## src/rtl/ea_pkg.sv

```systemverilog
package ea_pkg;
    localparam logic [3:0] M_IMPLIED  = 4'd0;
    localparam logic [3:0] M_IMMED    = 4'd1;
    localparam logic [3:0] M_REG      = 4'd2;
    localparam logic [3:0] M_REGIND   = 4'd3;
    localparam logic [3:0] M_AUTOINC  = 4'd4;
    localparam logic [3:0] M_AUTODEC  = 4'd5;
    localparam logic [3:0] M_DIRECT   = 4'd6;
    localparam logic [3:0] M_INDIRECT = 4'd7;
    localparam logic [3:0] M_RELATIVE = 4'd8;
    localparam logic [3:0] M_INDEXED  = 4'd9;

    typedef enum logic [1:0] {
        S_IDLE = 2'd0,
        S_PTR  = 2'd1,
        S_OPND = 2'd2
    } seq_state_e;
endpackage

```

## src/rtl/ea_addr_calc.sv

```systemverilog
module ea_addr_calc
    import ea_pkg::*;
#(
    parameter int AW = 12,
    parameter int DW = 12
) (
    input  logic [3:0]    mode,
    input  logic [AW-1:0] field,
    input  logic [AW-1:0] pc,
    input  logic [AW-1:0] idx,
    input  logic [DW-1:0] regv,
    input  logic [DW-1:0] acc,
    output logic [AW-1:0] calc_ea,
    output logic [DW-1:0] calc_opnd,
    output logic          need_mem,
    output logic          need_ptr,
    output logic          wb_en,
    output logic [DW-1:0] wb_data
);
    logic [DW-1:0] reg_inc;
    logic [DW-1:0] reg_dec;

    assign reg_inc = regv + DW'(1);
    assign reg_dec = regv - DW'(1);

    always_comb begin
        calc_ea   = '0;
        calc_opnd = acc;
        need_mem  = 1'b0;
        need_ptr  = 1'b0;
        wb_en     = 1'b0;
        wb_data   = regv;
        case (mode)
            M_IMMED:  calc_opnd = DW'(field);
            M_REG:    calc_opnd = regv;
            M_REGIND: begin
                calc_ea  = regv[AW-1:0];
                need_mem = 1'b1;
            end
            M_AUTOINC: begin
                calc_ea  = regv[AW-1:0];
                need_mem = 1'b1;
                wb_en    = 1'b1;
                wb_data  = reg_inc;
            end
            M_AUTODEC: begin
                calc_ea  = reg_dec[AW-1:0];
                need_mem = 1'b1;
                wb_en    = 1'b1;
                wb_data  = reg_dec;
            end
            M_DIRECT: begin
                calc_ea  = field;
                need_mem = 1'b1;
            end
            M_INDIRECT: begin
                calc_ea  = field;
                need_mem = 1'b1;
                need_ptr = 1'b1;
            end
            M_RELATIVE: begin
                calc_ea  = pc + field;
                need_mem = 1'b1;
            end
            M_INDEXED: begin
                calc_ea  = idx + field;
                need_mem = 1'b1;
            end
            default: calc_opnd = acc;
        endcase
    end

    always_comb begin
        if (!need_mem) assert_nomem_no_wb_R7: assert (!wb_en);
        if (need_ptr)  assert_ptr_is_mem_R4: assert (need_mem);
    end
endmodule

```

## src/rtl/ea_sequencer.sv

```systemverilog
module ea_sequencer
    import ea_pkg::*;
#(
    parameter int AW = 12,
    parameter int DW = 12
) (
    input  logic          clk,
    input  logic          rst_n,
    input  logic          start,
    input  logic [AW-1:0] calc_ea,
    input  logic [DW-1:0] calc_opnd,
    input  logic          need_mem,
    input  logic          need_ptr,
    input  logic          wb_en,
    input  logic [DW-1:0] wb_data,
    input  logic          mem_ready,
    input  logic [DW-1:0] mem_rdata,
    output logic          mem_req,
    output logic [AW-1:0] mem_addr,
    output logic          busy,
    output logic          done,
    output logic [AW-1:0] ea,
    output logic [DW-1:0] operand,
    output logic          reg_we,
    output logic [DW-1:0] reg_wdata
);
    typedef struct packed {
        seq_state_e    st;
        logic [AW-1:0] ea;
        logic [DW-1:0] opnd;
        logic [DW-1:0] wdata;
        logic          we_pend;
        logic          we;
        logic          done;
    } seq_t;

    seq_t seq_d, seq_q;

    always_comb begin
        seq_d      = seq_q;
        seq_d.done = 1'b0;
        seq_d.we   = 1'b0;
        case (seq_q.st)
            S_IDLE: begin
                if (start) begin
                    seq_d.ea      = calc_ea;
                    seq_d.opnd    = calc_opnd;
                    seq_d.wdata   = wb_data;
                    seq_d.we_pend = wb_en;
                    if (!need_mem) begin
                        seq_d.done = 1'b1;
                        seq_d.we   = wb_en;
                    end else begin
                        seq_d.st = need_ptr ? S_PTR : S_OPND;
                    end
                end
            end
            S_PTR: begin
                if (mem_ready) begin
                    seq_d.ea = mem_rdata[AW-1:0];
                    seq_d.st = S_OPND;
                end
            end
            S_OPND: begin
                if (mem_ready) begin
                    seq_d.opnd = mem_rdata;
                    seq_d.done = 1'b1;
                    seq_d.we   = seq_q.we_pend;
                    seq_d.st   = S_IDLE;
                end
            end
            default: seq_d.st = S_IDLE;
        endcase
    end

    always_ff @(posedge clk or negedge rst_n) begin
        if (!rst_n) begin
            seq_q <= '{st: S_IDLE, default: '0};
        end else begin
            seq_q <= seq_d;
        end
    end

    assign mem_req   = (seq_q.st != S_IDLE);
    assign mem_addr  = seq_q.ea;
    assign busy      = (seq_q.st != S_IDLE);
    assign done      = seq_q.done;
    assign ea        = seq_q.ea;
    assign operand   = seq_q.opnd;
    assign reg_we    = seq_q.we;
    assign reg_wdata = seq_q.wdata;

    assert_req_hold_R8: assert property (@(posedge clk) disable iff (!rst_n)
        (mem_req && !mem_ready) |=> (mem_req && $stable(mem_addr)));
    assert_done_pulse_R9: assert property (@(posedge clk) disable iff (!rst_n)
        done |=> !done);
    assert_wb_with_done_R7: assert property (@(posedge clk) disable iff (!rst_n)
        reg_we |-> done);
    assert_no_req_at_done_R9: assert property (@(posedge clk) disable iff (!rst_n)
        done |-> !mem_req);
endmodule

```

## src/rtl/ea_unit.sv

```systemverilog
module ea_unit
    import ea_pkg::*;
#(
    parameter int AW = 12,
    parameter int DW = 12
) (
    input  logic          clk,
    input  logic          rst_n,
    input  logic          start,
    input  logic [3:0]    mode,
    input  logic [AW-1:0] addr_field,
    input  logic [AW-1:0] pc,
    input  logic [AW-1:0] index_reg,
    input  logic [DW-1:0] sel_reg,
    input  logic [DW-1:0] acc,
    output logic          mem_req,
    output logic [AW-1:0] mem_addr,
    input  logic          mem_ready,
    input  logic [DW-1:0] mem_rdata,
    output logic          busy,
    output logic          done,
    output logic [AW-1:0] ea,
    output logic [DW-1:0] operand,
    output logic          reg_we,
    output logic [DW-1:0] reg_wdata
);
    logic [AW-1:0] calc_ea;
    logic [DW-1:0] calc_opnd;
    logic          need_mem;
    logic          need_ptr;
    logic          wb_en;
    logic [DW-1:0] wb_data;

    ea_addr_calc #(.AW(AW), .DW(DW)) u_calc (
        .mode      (mode),
        .field     (addr_field),
        .pc        (pc),
        .idx       (index_reg),
        .regv      (sel_reg),
        .acc       (acc),
        .calc_ea   (calc_ea),
        .calc_opnd (calc_opnd),
        .need_mem  (need_mem),
        .need_ptr  (need_ptr),
        .wb_en     (wb_en),
        .wb_data   (wb_data)
    );

    ea_sequencer #(.AW(AW), .DW(DW)) u_seq (
        .clk       (clk),
        .rst_n     (rst_n),
        .start     (start),
        .calc_ea   (calc_ea),
        .calc_opnd (calc_opnd),
        .need_mem  (need_mem),
        .need_ptr  (need_ptr),
        .wb_en     (wb_en),
        .wb_data   (wb_data),
        .mem_ready (mem_ready),
        .mem_rdata (mem_rdata),
        .mem_req   (mem_req),
        .mem_addr  (mem_addr),
        .busy      (busy),
        .done      (done),
        .ea        (ea),
        .operand   (operand),
        .reg_we    (reg_we),
        .reg_wdata (reg_wdata)
    );

    assert_imm_fast_R2: assert property (@(posedge clk) disable iff (!rst_n)
        (start && !busy && mode == M_IMMED) |=>
            (done && !mem_req && operand == DW'($past(addr_field))));
    assert_rel_addr_R5: assert property (@(posedge clk) disable iff (!rst_n)
        (start && !busy && mode == M_RELATIVE) |=>
            (mem_req && mem_addr == AW'($past(pc) + $past(addr_field))));
    assert_idx_addr_R6: assert property (@(posedge clk) disable iff (!rst_n)
        (start && !busy && mode == M_INDEXED) |=>
            (mem_req && mem_addr == AW'($past(index_reg) + $past(addr_field))));
endmodule

```

## config.mk

```make
export PLATFORM = sky130hd
export DESIGN_NAME = ea_unit
export DESIGN_NICKNAME = d
export VERILOG_FILES = /design/src/rtl/ea_pkg.sv /design/src/rtl/ea_addr_calc.sv /design/src/rtl/ea_sequencer.sv /design/src/rtl/ea_unit.sv
export SDC_FILE = /design/constraint.sdc
export NUM_CORES = 1
export LEC_CHECK = 0
export ABC_AREA = 0
export BUFFER_PORTS_ARGS = -buffer_cell sky130_fd_sc_hd__buf_2
export CAP_MARGIN = 20
export CORE_MARGIN = 3
export CORE_UTILIZATION = 47
export DETAILED_ROUTE_END_ITERATION = 7
export PLACE_DENSITY = 0.78
export RECOVER_POWER = 100
export SYNTH_ARGS = -nofsm -noshare
export SYNTH_HDL_FRONTEND = slang
export SYNTH_SLANG_ARGS = --single-unit
```

## constraint.sdc

```tcl
create_clock -name clk -period 1.95 [get_ports clk]
set_input_delay 0.195 -clock clk [delete_from_list [all_inputs] [get_ports clk]]
set_output_delay 0.195 -clock clk [all_outputs]
set_load 0.005 [all_outputs]
```

==> load_flow_metrics.sql, run 1 <==
INSERT INTO impl_metrics (metric_group, metric, value, unit) VALUES
('pwr', 'power', '4.18', 'mW'),
('routing', 'wl', '14.3', 'mm'),
('global_route', 'first_global_vias', '4512', ''),
('clock_tree', 'clockBufferDepth', '2', ''),
('pwr', 'power_density', '762', 'nW/um^2'),
('clock_tree', 'clkSinkCount', '41', ''),
('global_route', 'antenna_found_initial', '0', ''),
('floorplanning', 'die_height', '99.4', 'um'),
('sta', 'post-route-min-period', '2.34', 'ns'),
('worst_hold_path', 'holdCritStartpoint', 'mem_ready', ''),
('logic_synthesis', 'post_synth_num_cell_types', '60', ''),
('critical_path', 'critical_path_class', 'input port to flip-flop', ''),
('finish', 'final-instance-count-excl-fill', '794', ''),
('sta', 'tightest_slew', '0.915', 'ns'),
('critical_path', 'timing.critical_path.to_type', 'flip-flop', ''),
('finish', 'area_delta_synth_final', '33.9', '%'),
('critical_path', 'timing.reg2reg.setup_slack', '0.14', 'ns'),
('floorplanning', 'floorplan.initialDensity', '49.2', '%'),
('routing', 'antenna_violating_nets_post_route', '0', ''),
('global_route', 'global_route.overflow_total', '0', ''),
('floorplanning', 'placementRows', '33', ''),
('routing', 'detailroute.via_count', '4662', ''),
('logic_synthesis', 'syn-mean-instance-area', '7.60', 'um^2'),
('placed_design', 'dp_hpwl', '11.4', 'mm'),
('critical_path', 'arrival_time_worst_endpoint', '2.52', 'ns'),
('critical_path', 'ff2ff_path_depth', '6', ''),
('sta', 'worst_max_slew_margin_expressed_relative_to_the_limit', '39.0', '%'),
('routing', 'routed_wire_length_per_instance', '18.0', 'um'),
('pwr', 'peakVddDrop', '0.000332', 'V'),
('logic_synthesis', 'total_number_of_yosys_warnings', '0', ''),
('critical_path', 'crit-reg2reg-launch', 'u_seq.seq_q[39]', ''),
('finish', 'num-nets-final', '783', ''),
('pwr', 'static-leakage-power', '2.50', 'nW'),
('sta', 'grt_setup_unrepaired', 'true', ''),
('routing', 'drtPass1Iterations', '8', ''),
('sta', 'hold_violations', '0', ''),
('sta', 'fin_setup_tns', '-4.78', 'ns'),
('logic_synthesis', 'synth_seq_area_share', '25.0', '%'),
('critical_path', 'cp_max_fo', '8', ''),
('logic_synthesis', 'synth_edf_count', '0', ''),
('logic_synthesis', 'synthesis.nets', '634', ''),
('clock_tree', 'cts_root_buf', 'clkbuf_8', ''),
('logic_synthesis', 'ff_latch_count_synth', '41', ''),
('floorplanning', 'placeableCoreArea', '8340', 'um^2'),
('global_route', 'groute.usage.overall', '28.6', '%'),
('clock_tree', 'worstSkewPairLatency', '0.29', 'ns'),
('worst_hold_path', 'hold_path_class', 'input port to flip-flop', ''),
('sta', 'fin_skew', '0.0102', 'ns'),
('finish', 'share_of_final_layout_standard_cells_stronger_than_drive_strength_1', '39.2', '%'),
('worst_hold_path', 'hold_crit_endpoint', 'u_seq.seq_q[40]', ''),
('placed_design', 'dp.cells', '774', ''),
('floorplanning', 'pin_count', '132', ''),
('finish', 'n_antenna_cell', '0', ''),
('finish', 'final_common_cell', 'buf_2', ''),
('placed_design', 'place.gp.congestion', '0.956', ''),
('worst_hold_path', 'min_delay_path_depth', '2', ''),
('routing', 'remaining_drc_errors', '0', ''),
('status', 'failed_checks', 'negative setup slack', ''),
('routing', 'vias_per_cell', '5.87', ''),
('global_route', 'grt_first_pass_wirelength', '22.8', 'mm'),
('run', 'maxCapViolCount', '0', ''),
('floorplanning', 'dieArea', '9880', 'um^2'),
('critical_path', 'worst-endpoint-required', '2.13', 'ns'),
('floorplanning', 'dieWidth', '99.4', 'um'),
('sta', 'timing_max_transition_violations_final', '0', ''),
('finish', 'most-common-layout-cells', 'buf_2 (110), buf_4 (84), nor2_1 (47), o21ai_0 (44), dfrtp_1 (41)', ''),
('clock_tree', 'cts_tree', 'done', ''),
('logic_synthesis', 'synth_cells', '540', ''),
('logic_synthesis', 'mappedNetlistArea', '4100', 'um^2'),
('critical_path', 'startpoint_type', 'input port', ''),
('critical_path', 'rr_endpoint', 'u_seq.ea[9]', ''),
('logic_synthesis', 'yosys_most_used_dff', 'dfrtp_1', ''),
('sta', 'layout_worst_path_cycle_share', '120', '%'),
('routing', 'detailed_route_iter0_violations', '388', ''),
('clock_tree', 'clk_transition_reported_paths', '0.08', 'ns'),
('placed_design', 'io_buffer_count', '131', ''),
('sta', 'finalSetupViolCount', '26', ''),
('status', 'outcome', 'finished with violations', ''),
('sta', 'fmax', '0.428', 'GHz'),
('clock_tree', 'ctsHtreeMaxLevel', '2', ''),
('logic_synthesis', 'async_reset_ff_share', '100', '%'),
('sta', 'fin_ws', '-0.387', 'ns'),
('global_route', 'grt_max_degree', '25', ''),
('clock_tree', 'numCtsBuffers', '5', '');
## kinds of logic after synthesis
| family | count (synthesis) | share of synthesized area (%) |
|---|---|---|
| flip-flops | 41 | 25.0 |
| XOR/XNOR | 10 | 2.14 |
| buffers and inverters | 106 | 14.7 |
| multiplexers | 18 | 4.79 |
| adder cells (fa/ha/maj) | 14 | 4.45 |
| AO/OA/AOI/OAI | 179 | 27.4 |
| AND/OR/NAND/NOR | 172 | 21.5 |
## critical path, stage by stage
cell and delay (ns):
buf_6 0.09, nand2b_4 0.14, nor2_4 0.18, buf_6 0.17, mux2_4 0.32, ha_4 0.27
o21a_1 0.14, o31a_1 0.24, mux2i_1 0.24, nand4_1 0.17, a221oi_2 0.29, nor2_1 0.06
## power by group
group          internal, mW  leakage [nW]  switching (mW)  total, mW
sequential             1.20         0.506           0.214       1.42
clock                 0.373        0.0540           0.305      0.677
combinational         0.963          1.94            1.12       2.09
total                  2.54          2.50            1.64       4.18
## registers in the layout (all words and copies together) (netlist names)
| name | count |
|---|---|
| u_seq.reg_we | 1 |
| u_seq.seq_q | 3 |
| u_seq.ea | 12 |
| u_seq.operand | 12 |
| u_seq.reg_wdata | 12 |
| u_seq.done | 1 |
## per-stage QoR
stage	utilization, %	area [um^2]	worst slack, ns	hold slack (ns)
final	65.8	5490	-0.387	0.185
after global routing	65.8	5490	-0.473	0.189
after CTS	65.0	5420	-0.315	0.179
after detailed placement	60.9	5080	-0.709	0.136
after global placement	60.9	5080	-0.603	0.139
after floorplan	-	4220	-0.504	-0.101
## layout make-up
class                           instances  area [um^2]
Fill cell                             767         2850
Multi-Input combinational cell        393         2790
Timing Repair Buffer                  225         1350
Sequential cell                        41         1030
Tap cell                              105          131
Inverter                               23         86.3
Clock buffer                            5         68.8
Clock inverter                          2         35.0
## worst max-delay path by stage
stage	startpoint	end	slack (ns)	depth (start not counted)
finish	mode[2]	u_seq.ea[6]	-0.39	12
detailed placement	mode[1]	u_seq.ea[10]	-0.71	12
global route	mode[2]	u_seq.ea[8]	-0.47	12
CTS	mode[2]	u_seq.ea[4]	-0.31	14
floorplan	mode[3]	u_seq.ea[8]	-0.50	14
global placement	mode[1]	u_seq.ea[5]	-0.60	11
## synthesized netlist by cell type, types with 5 or more instances
| cell type | count | area [um^2] |
|---|---|---|
| nand2_1 | 38 | 143 |
| nand3_1 | 7 | 35.0 |
| a21oi_1 | 44 | 220 |
| buf_2 | 8 | 40.0 |
| clkbuf_1 | 20 | 75.1 |
| buf_4 | 50 | 375 |
| nor2_1 | 50 | 188 |
| nand4_1 | 5 | 31.3 |
| mux2_2 | 13 | 146 |
| dfrtp_1 | 41 | 1030 |
| o21ai_1 | 5 | 25.0 |
| inv_1 | 23 | 86.3 |
| a31oi_1 | 5 | 31.3 |
| ha_1 | 13 | 163 |
| mux2i_1 | 5 | 50.1 |
| nor2b_1 | 5 | 31.3 |
| o21ai_0 | 52 | 260 |
| xnor2_1 | 7 | 61.3 |
| nand2b_1 | 9 | 56.3 |
| o21a_1 | 6 | 45.0 |
| a211oi_1 | 6 | 45.0 |
| nor3b_1 | 5 | 37.5 |
| a22oi_1 | 29 | 218 |
| or3_1 | 6 | 37.5 |
| a221oi_1 | 8 | 70.1 |
| nor3_1 | 18 | 90.1 |
## layer usage
metal	up-vias	share of wire [%]	global-route usage, %
met4	0	2.0	7.98
met2	263	47	47.9
li1	2204	-	-
met3	25	8.3	2.31
met1	2170	43	39.6
met5	-	0	0
## what timing repair did
item / 4_1_cts / 5_1_grt
buffers inserted: 8 / 5
resized for setup: 32 / 15
endpoints found under the setup margin: 10 / 22
hold buffers: 1 / 0
endpoints found under the hold margin: 16 / 0
pin swaps: 27 / 19
(Power assumes the default switching activity.)
==> run 2, diff against run 1 <==
CORE_UTILIZATION = 52   (was 47)
PLACE_DENSITY = 0.81   (was 0.78)
clock period = 2.6 ns   (was 1.95 ns; I/O delays follow)
==> run 2 against run 1 <==
  * Critical path type unchanged
  * Worst setup slack improved by 0.55 ns
  * Critical path depth rose by 2
  * Register-to-register slack improved by 0.28 ns
  * The flow finishes with violations (max-capacitance violations, max-slew violations)
  * Sequential share of layout area rose by 2.7 points
  * Final area fell by 13%
  * Cell count fell by 7.6%
  * Via count fell by 4.1%
  * Utilization fell by 1.4 points
  * Sequential power fell by 25%
  * Largest power group unchanged
  * Wire length fell by 5.7%
  * Worst hold slack improved by 0.048 ns
  * Combinational power fell by 33%
==> load_flow_metrics.sql, run 2 (same netlist as run 1, synthesis figures left out) <==
INSERT INTO impl_metrics (metric_group, metric, value, unit) VALUES
('status', 'outcome', 'finished with violations', ''),
('status', 'failed_checks', 'max-capacitance violations, max-slew violations', ''),
('critical_path', 'timing.critical_path.to_type', 'flip-flop', ''),
('floorplanning', 'die_height', '94.8', 'um'),
('critical_path', 'startpoint_type', 'input port', ''),
('floorplanning', 'placementRows', '31', ''),
('worst_hold_path', 'hold_path_class', 'input port to flip-flop', ''),
('placed_design', 'detailed_place.area', '4720', 'um^2'),
('sta', 'fmax', '0.411', 'GHz'),
('routing', 'remaining_drc_errors', '0', ''),
('clock_tree', 'clockBufferDepth', '2', ''),
('sta', 'layout_worst_path_cycle_share', '93.6', '%'),
('critical_path', 'critical_path.slowest_cell', 'or4_1', ''),
('sta', 'hold_violations', '0', ''),
('critical_path', 'critical_path.cell_chain', 'clkbuf_1 -> nand2b_4 -> nor2_4 -> buf_4 -> mux2_4 -> ha_4 -> inv_2 -> fa_2 -> nor2b_1 -> o31a_1 -> o21ai_1 -> a21oi_1 -> or4_1 -> nand3_1', ''),
('clock_tree', 'cts_tree', 'done', ''),
('critical_path', 'cpLargestDelayFamily', 'simple AND/OR/NAND/NOR gates', ''),
('routing', 'routed_wire_length_per_instance', '18.4', 'um'),
('clock_tree', 'numCtsBuffers', '5', ''),
('critical_path', 'timing.reg2reg.setup_slack', '0.42', 'ns'),
('finish', 'postLayoutCellArea', '4800', 'um^2'),
('pwr', 'peakVddDrop', '0.000311', 'V'),
('finish', 'area_delta_synth_final', '17.0', '%'),
('critical_path', 'slowest_delay', '0.48', 'ns'),
('sta', 'post-route-min-period', '2.43', 'ns'),
('sta', 'timing_max_transition_violations_final', '42', ''),
('finish', 'n_antenna_cell', '0', ''),
('global_route', 'first_global_vias', '4188', ''),
('routing', 'drtPass1Iterations', '5', ''),
('placed_design', 'dp_hpwl', '10.9', 'mm'),
('critical_path', 'rr_endpoint', 'u_seq.reg_wdata[11]', ''),
('placed_design', 'io_buffer_count', '131', ''),
('finish', 'most-common-layout-cells', 'buf_2 (110), o21ai_0 (53), nor2_1 (49), a21oi_1 (44), dfrtp_1 (41)', ''),
('critical_path', 'cp_max_fo', '4', ''),
('clock_tree', 'cts_root_buf', 'clkbuf_8', ''),
('global_route', 'grt_max_degree', '42', ''),
('worst_hold_path', 'hold_crit_endpoint', 'u_seq.seq_q[40]', ''),
('routing', 'vias_per_cell', '6.09', ''),
('sta', 'fin_skew', '0.0112', 'ns'),
('sta', 'fin_hold_ws', '0.233', 'ns'),
('pwr', 'static-leakage-power', '2.16', 'nW'),
('global_route', 'antenna_found_initial', '0', ''),
('floorplanning', 'pin_count', '132', ''),
('clock_tree', 'worstSkewPairLatency', '0.30', 'ns'),
('global_route', 'global_route.overflow_total', '0', ''),
('finish', 'share_of_final_layout_standard_cells_stronger_than_drive_strength_1', '29.3', '%'),
('critical_path', 'arrival_time_worst_endpoint', '2.67', 'ns'),
('critical_path', 'ff2ff_path_depth', '4', ''),
('global_route', 'grt_first_pass_wirelength', '21.1', 'mm'),
('floorplanning', 'floorplan.initialDensity', '55.1', '%'),
('critical_path', 'crit-reg2reg-launch', 'u_seq.seq_q[39]', ''),
('critical_path', 'critPathBufInv', '3', ''),
('pwr', 'power_density', '622', 'nW/um^2'),
('global_route', 'groute.usage.overall', '29.9', '%'),
('routing', 'detailed_route_iter0_violations', '340', ''),
('clock_tree', 'ctsHtreeMaxLevel', '2', ''),
('critical_path', 'critical_path_class', 'input port to flip-flop', ''),
('routing', 'antenna_violating_nets_post_route', '0', ''),
('sta', 'worst_max_slew_margin_expressed_relative_to_the_limit', '-50.2', '%'),
('run', 'maxCapViolCount', '1', ''),
('routing', 'wl', '13.5', 'mm'),
('floorplanning', 'dieWidth', '94.8', 'um'),
('sta', 'grt_setup_unrepaired', 'false', ''),
('sta', 'finalSetupViolCount', '0', ''),
('placed_design', 'place.gp.congestion', '0.955', ''),
('worst_hold_path', 'holdCritStartpoint', 'mem_ready', ''),
('clock_tree', 'clk_transition_reported_paths', '0.08', 'ns'),
('floorplanning', 'placeableCoreArea', '7450', 'um^2'),
('clock_tree', 'postCtsSetupBuffers', '0', ''),
('sta', 'tightest_slew', '2.25', 'ns'),
('routing', 'detailroute.via_count', '4473', ''),
('clock_tree', 'clkSinkCount', '41', ''),
('worst_hold_path', 'min_delay_path_depth', '2', ''),
('finish', 'num-nets-final', '729', ''),
('critical_path', 'timing.critical_path.from', 'mode[1]', ''),
('critical_path', 'worst-endpoint-required', '2.83', 'ns'),
('floorplanning', 'dieArea', '8990', 'um^2'),
('finish', 'final_common_cell', 'buf_2', '');
-- run 2: changes by cell type in the layout (fill, tap and decap cells not counted), moves of 6 or more --
cell / change
buf_4: -48
buf_6: -6
ha_1: +7
ha_4: -7
mux2_4: -6
o21ai_0: +9
o21ai_1: -8
-- run 2: metrics by stage --
| stage | power [mW] | cells | setup WS (ns) | utilization, % | TNS, ns |
|---|---|---|---|---|---|
| final | 2.98 | 734 | 0.167 | 64.4 | 0 |
| after global routing | 3.21 | 734 | 0.0274 | 64.4 | 0 |
| after CTS | 3.02 | 734 | 0.135 | 64.8 | 0 |
| after detailed placement | 2.52 | 727 | -0.162 | 63.4 | -0.803 |
| after global placement | 2.47 | 727 | -0.0831 | 63.4 | -0.354 |
| after floorplan | 2.23 | 540 | 0.00716 | - | 0 |
-- run 2: worst max path at each step --
stage / to / slack (ns) / cells after the start
floorplan: u_seq.ea[8] / 0.007 / 14
detailed placement: u_seq.ea[9] / -0.16 / 13
global route: u_seq.ea[8] / 0.03 / 12
CTS: u_seq.ea[9] / 0.14 / 13
finish: u_seq.ea[8] / 0.17 / 14
global placement: u_seq.ea[8] / -0.08 / 14
-- run 2: power breakdown --
group | internal, mW | switching (mW)
sequential | 0.904 | 0.167
clock | 0.280 | 0.232
combinational | 0.608 | 0.794
total | 1.79 | 1.19
-- run 2: routing by layer --
layer	global-route usage (%)	vias to the layer above	part of all wire, %
li1	-	2104	-
met1	42.6	2125	44
met2	48.8	228	47
met3	3.19	16	8.1
met4	6.25	0	1.3
met5	0	-	0
-- run 2: layout make-up --
class,count,area [um^2]
Clock buffer,5,68.8
Multi-Input combinational cell,393,2540
Clock inverter,2,35.0
Timing Repair Buffer,171,916
Inverter,23,86.3
Tap cell,99,124
Sequential cell,41,1030
Fill cell,690,2650
-- run 2: what timing repair did --
action / 4_1_cts / 5_1_grt
endpoints found under the setup margin: 0 / 3
hold buffers: 0 / 0
resized for setup: 0 / 4
==> run 3, diff against run 2 <==
CORE_ASPECT_RATIO = 0.9   (was default)
==> run 3 against run 2 <==
  * The flow still finishes with violations (max-capacitance violations, max-slew violations)
  * Final area is 0.42% lower
  * Utilization is 1.7 points lower
  * Worst hold slack better by 0.0054 ns
  * Power is 1.3% lower
  * Critical path depth is 2 lower
  * Maximum frequency is 0.64% higher
  * Count of clock-buffer cells in the layout stayed put
  * Register-to-register slack better by 0.03 ns
  * Worst setup slack better by 0.016 ns
  * First-iteration DRC count is 18% higher
  * Largest cell class unchanged
  * Highest routed layer unchanged
==> load_flow_metrics.sql, run 3 (same netlist as run 1, synthesis figures left out) <==
INSERT INTO impl_metrics (metric_group, metric, value, unit) VALUES
('pwr', 'clockPowerShare', '16.6', '%'),
('pwr', 'static-leakage-power', '2.16', 'nW'),
('floorplanning', 'dieArea', '8990', 'um^2'),
('pwr', 'power_density', '617', 'nW/um^2'),
('routing', 'remaining_drc_errors', '0', ''),
('pwr', 'peakVddDrop', '0.000294', 'V'),
('clock_tree', 'cts_tree', 'done', ''),
('critical_path', 'worst-endpoint-required', '2.81', 'ns'),
('finish', 'area_delta_synth_final', '16.5', '%'),
('pwr', 'power.share.sequential', '36.3', '%'),
('critical_path', 'startpoint_type', 'input port', ''),
('worst_hold_path', 'hold_path_class', 'input port to flip-flop', ''),
('routing', 'vias_per_cell', '6.01', ''),
('sta', 'post-route-min-period', '2.42', 'ns'),
('clock_tree', 'ctsHtreeMaxLevel', '2', ''),
('floorplanning', 'dieWidth', '99.6', 'um'),
('finish', 'most-common-layout-cells', 'buf_2 (111), o21ai_0 (53), nor2_1 (49), a21oi_1 (44), dfrtp_1 (41)', ''),
('pwr', 'comb_power_share', '47.1', '%'),
('clock_tree', 'clockBufferDepth', '2', ''),
('pwr', 'netSwitchingFraction', '39.3', '%'),
('finish', 'n_antenna_cell', '0', ''),
('sta', 'fin_skew', '0.00330', 'ns'),
('sta', 'finalSetupViolCount', '0', ''),
('sta', 'fin_setup_tns', '0', 'ns'),
('clock_tree', 'postCtsHoldBufs', '0', ''),
('global_route', 'global_route.overflow_total', '0', ''),
('critical_path', 'critical_path_class', 'input port to flip-flop', ''),
('routing', 'drtPass1Iterations', '5', ''),
('clock_tree', 'cts_root_buf', 'clkbuf_8', ''),
('routing', 'routed_wire_length_per_instance', '17.7', 'um'),
('sta', 'hold_violations', '0', ''),
('global_route', 'antenna_found_initial', '0', ''),
('routing', 'detailed_route_iter0_violations', '402', ''),
('placed_design', 'preCtsSetupSlack', '-0.124', 'ns'),
('placed_design', 'dp.cells', '723', ''),
('pwr', 'p_sw', '1.16', 'mW'),
('global_route', 'grt_first_pass_wirelength', '20.7', 'mm'),
('global_route', 'groute.usage.overall', '28.1', '%'),
('finish', 'num-nets-final', '728', ''),
('finish', 'final_common_cell', 'buf_2', ''),
('sta', 'tightest_slew', '2.12', 'ns'),
('sta', 'fin_ws', '0.183', 'ns'),
('pwr', 'power', '2.95', 'mW'),
('pwr', 'power.internal', '1.79', 'mW'),
('finish', 'final-instance-count-excl-fill', '730', ''),
('critical_path', 'timing.critical_path.to_type', 'flip-flop', ''),
('floorplanning', 'placeableCoreArea', '7620', 'um^2'),
('run', 'maxCapViolCount', '1', ''),
('sta', 'layout_worst_path_cycle_share', '93.0', '%'),
('clock_tree', 'post_cts_repair_resize_count', '0', ''),
('critical_path', 'arrival_time_worst_endpoint', '2.62', 'ns'),
('critical_path', 'cp_max_fo', '6', ''),
('status', 'failed_checks', 'max-capacitance violations, max-slew violations', ''),
('floorplanning', 'placementRows', '30', ''),
('floorplanning', 'pin_count', '132', ''),
('finish', 'final.fill_count', '738', ''),
('routing', 'wl', '12.9', 'mm'),
('sta', 'worst_max_slew_margin_expressed_relative_to_the_limit', '-41.3', '%'),
('placed_design', 'dp_hpwl', '10.4', 'mm'),
('sta', 'fmax', '0.414', 'GHz'),
('clock_tree', 'clk_transition_reported_paths', '0.07', 'ns'),
('floorplanning', 'floorplan.initialDensity', '53.8', '%'),
('clock_tree', 'numCtsBuffers', '5', ''),
('status', 'outcome', 'finished with violations', ''),
('sta', 'fin_hold_ws', '0.239', 'ns'),
('clock_tree', 'postCtsSetupBuffers', '0', ''),
('sta', 'timing_max_transition_violations_final', '42', ''),
('clock_tree', 'worstSkewPairLatency', '0.29', 'ns'),
('placed_design', 'io_buffer_count', '131', ''),
('routing', 'antenna_violating_nets_post_route', '0', ''),
('finish', 'seqCellArea', '1030', 'um^2'),
('global_route', 'grt_max_degree', '42', ''),
('floorplanning', 'die_height', '90.3', 'um'),
('finish', 'share_of_final_layout_standard_cells_stronger_than_drive_strength_1', '29.3', '%'),
('placed_design', 'place.gp.congestion', '0.973', ''),
('clock_tree', 'clkSinkCount', '41', ''),
('sta', 'grt_setup_unrepaired', 'false', ''),
('routing', 'detailroute.via_count', '4390', ''),
('global_route', 'first_global_vias', '4078', ''),
('finish', 'area_of_the_multi_input_gates', '2540', 'um^2');
==> run 3: cell count changes in the layout (fill, tap and decap cells not counted) <==
cell       previous run  this run
o31ai_1               0         1
o31ai_2               1         0
buf_4                36        34
mux2_1                2         0
buf_2               110       111
a211oi_2              1         2
a211oi_1              5         4
o2111ai_2             1         0
mux2_2               10        12
o2111ai_1             1         2
==> run 3: through the flow <==
stage | utilization (%) | area [um^2]
after global routing | 62.7 | 4780
after CTS | 63.1 | 4810
after detailed placement | 61.8 | 4710
after floorplan | - | 4180
after global placement | 61.8 | 4710
final | 62.7 | 4780
==> run 3: worst paths after layout <==
kind,from,end,slack [ns],cells past startpoint
worst max-delay path,mode[2],u_seq.ea[4],0.18,12
worst min-delay path,mem_ready,u_seq.seq_q[40],0.24,2
worst max register to register,u_seq.seq_q[39],u_seq.operand[9],0.45,5
worst min register to register,u_seq.reg_wdata[3],u_seq.reg_wdata[3],0.48,2
max in group asynchronous,rst_n,u_seq.ea[1],0.81,1
min in group asynchronous,rst_n,u_seq.reg_wdata[5],0.58,1
==> run 3: power groups by stage <==
stage	sequential, mW	combinational, mW	clock (mW)
after floorplan	1.04	1.20	0
after global placement	1.06	1.38	0
after detailed placement	1.08	1.42	0
after CTS	1.07	1.42	0.493
after global routing	1.11	1.56	0.521
final	1.07	1.39	0.490
==> run 3: per-layer routing <==
layer	global-route usage, %	wire [um]	part of all wire, %	vias to the layer above
met5	0	0	0	-
met1	40.8	5660	44	2042
li1	-	-	-	2098
met2	43.8	5900	46	233
met4	7.17	191	1.5	0
met3	3.86	1140	8.9	17
==> run 3: final cells by class <==
type,instances,share of cell area [%]
Sequential cell,41,21.5
Clock inverter,2,0.733
Timing Repair Buffer,170,19.0
Clock buffer,5,1.44
Tap cell,96,2.51
Inverter,23,1.81
Multi-Input combinational cell,393,53.1
==> run 3: critical path, stage by stage <==
cell and delay, ns:
clkbuf_1 0.08, nand2b_4 0.15, nor2_4 0.18, buf_4 0.18
mux2_2 0.34, ha_1 0.31, o21a_1 0.18, o31a_1 0.15
a211o_1 0.34, a31oi_1 0.21, a21oi_1 0.07, o21ai_0 0.17
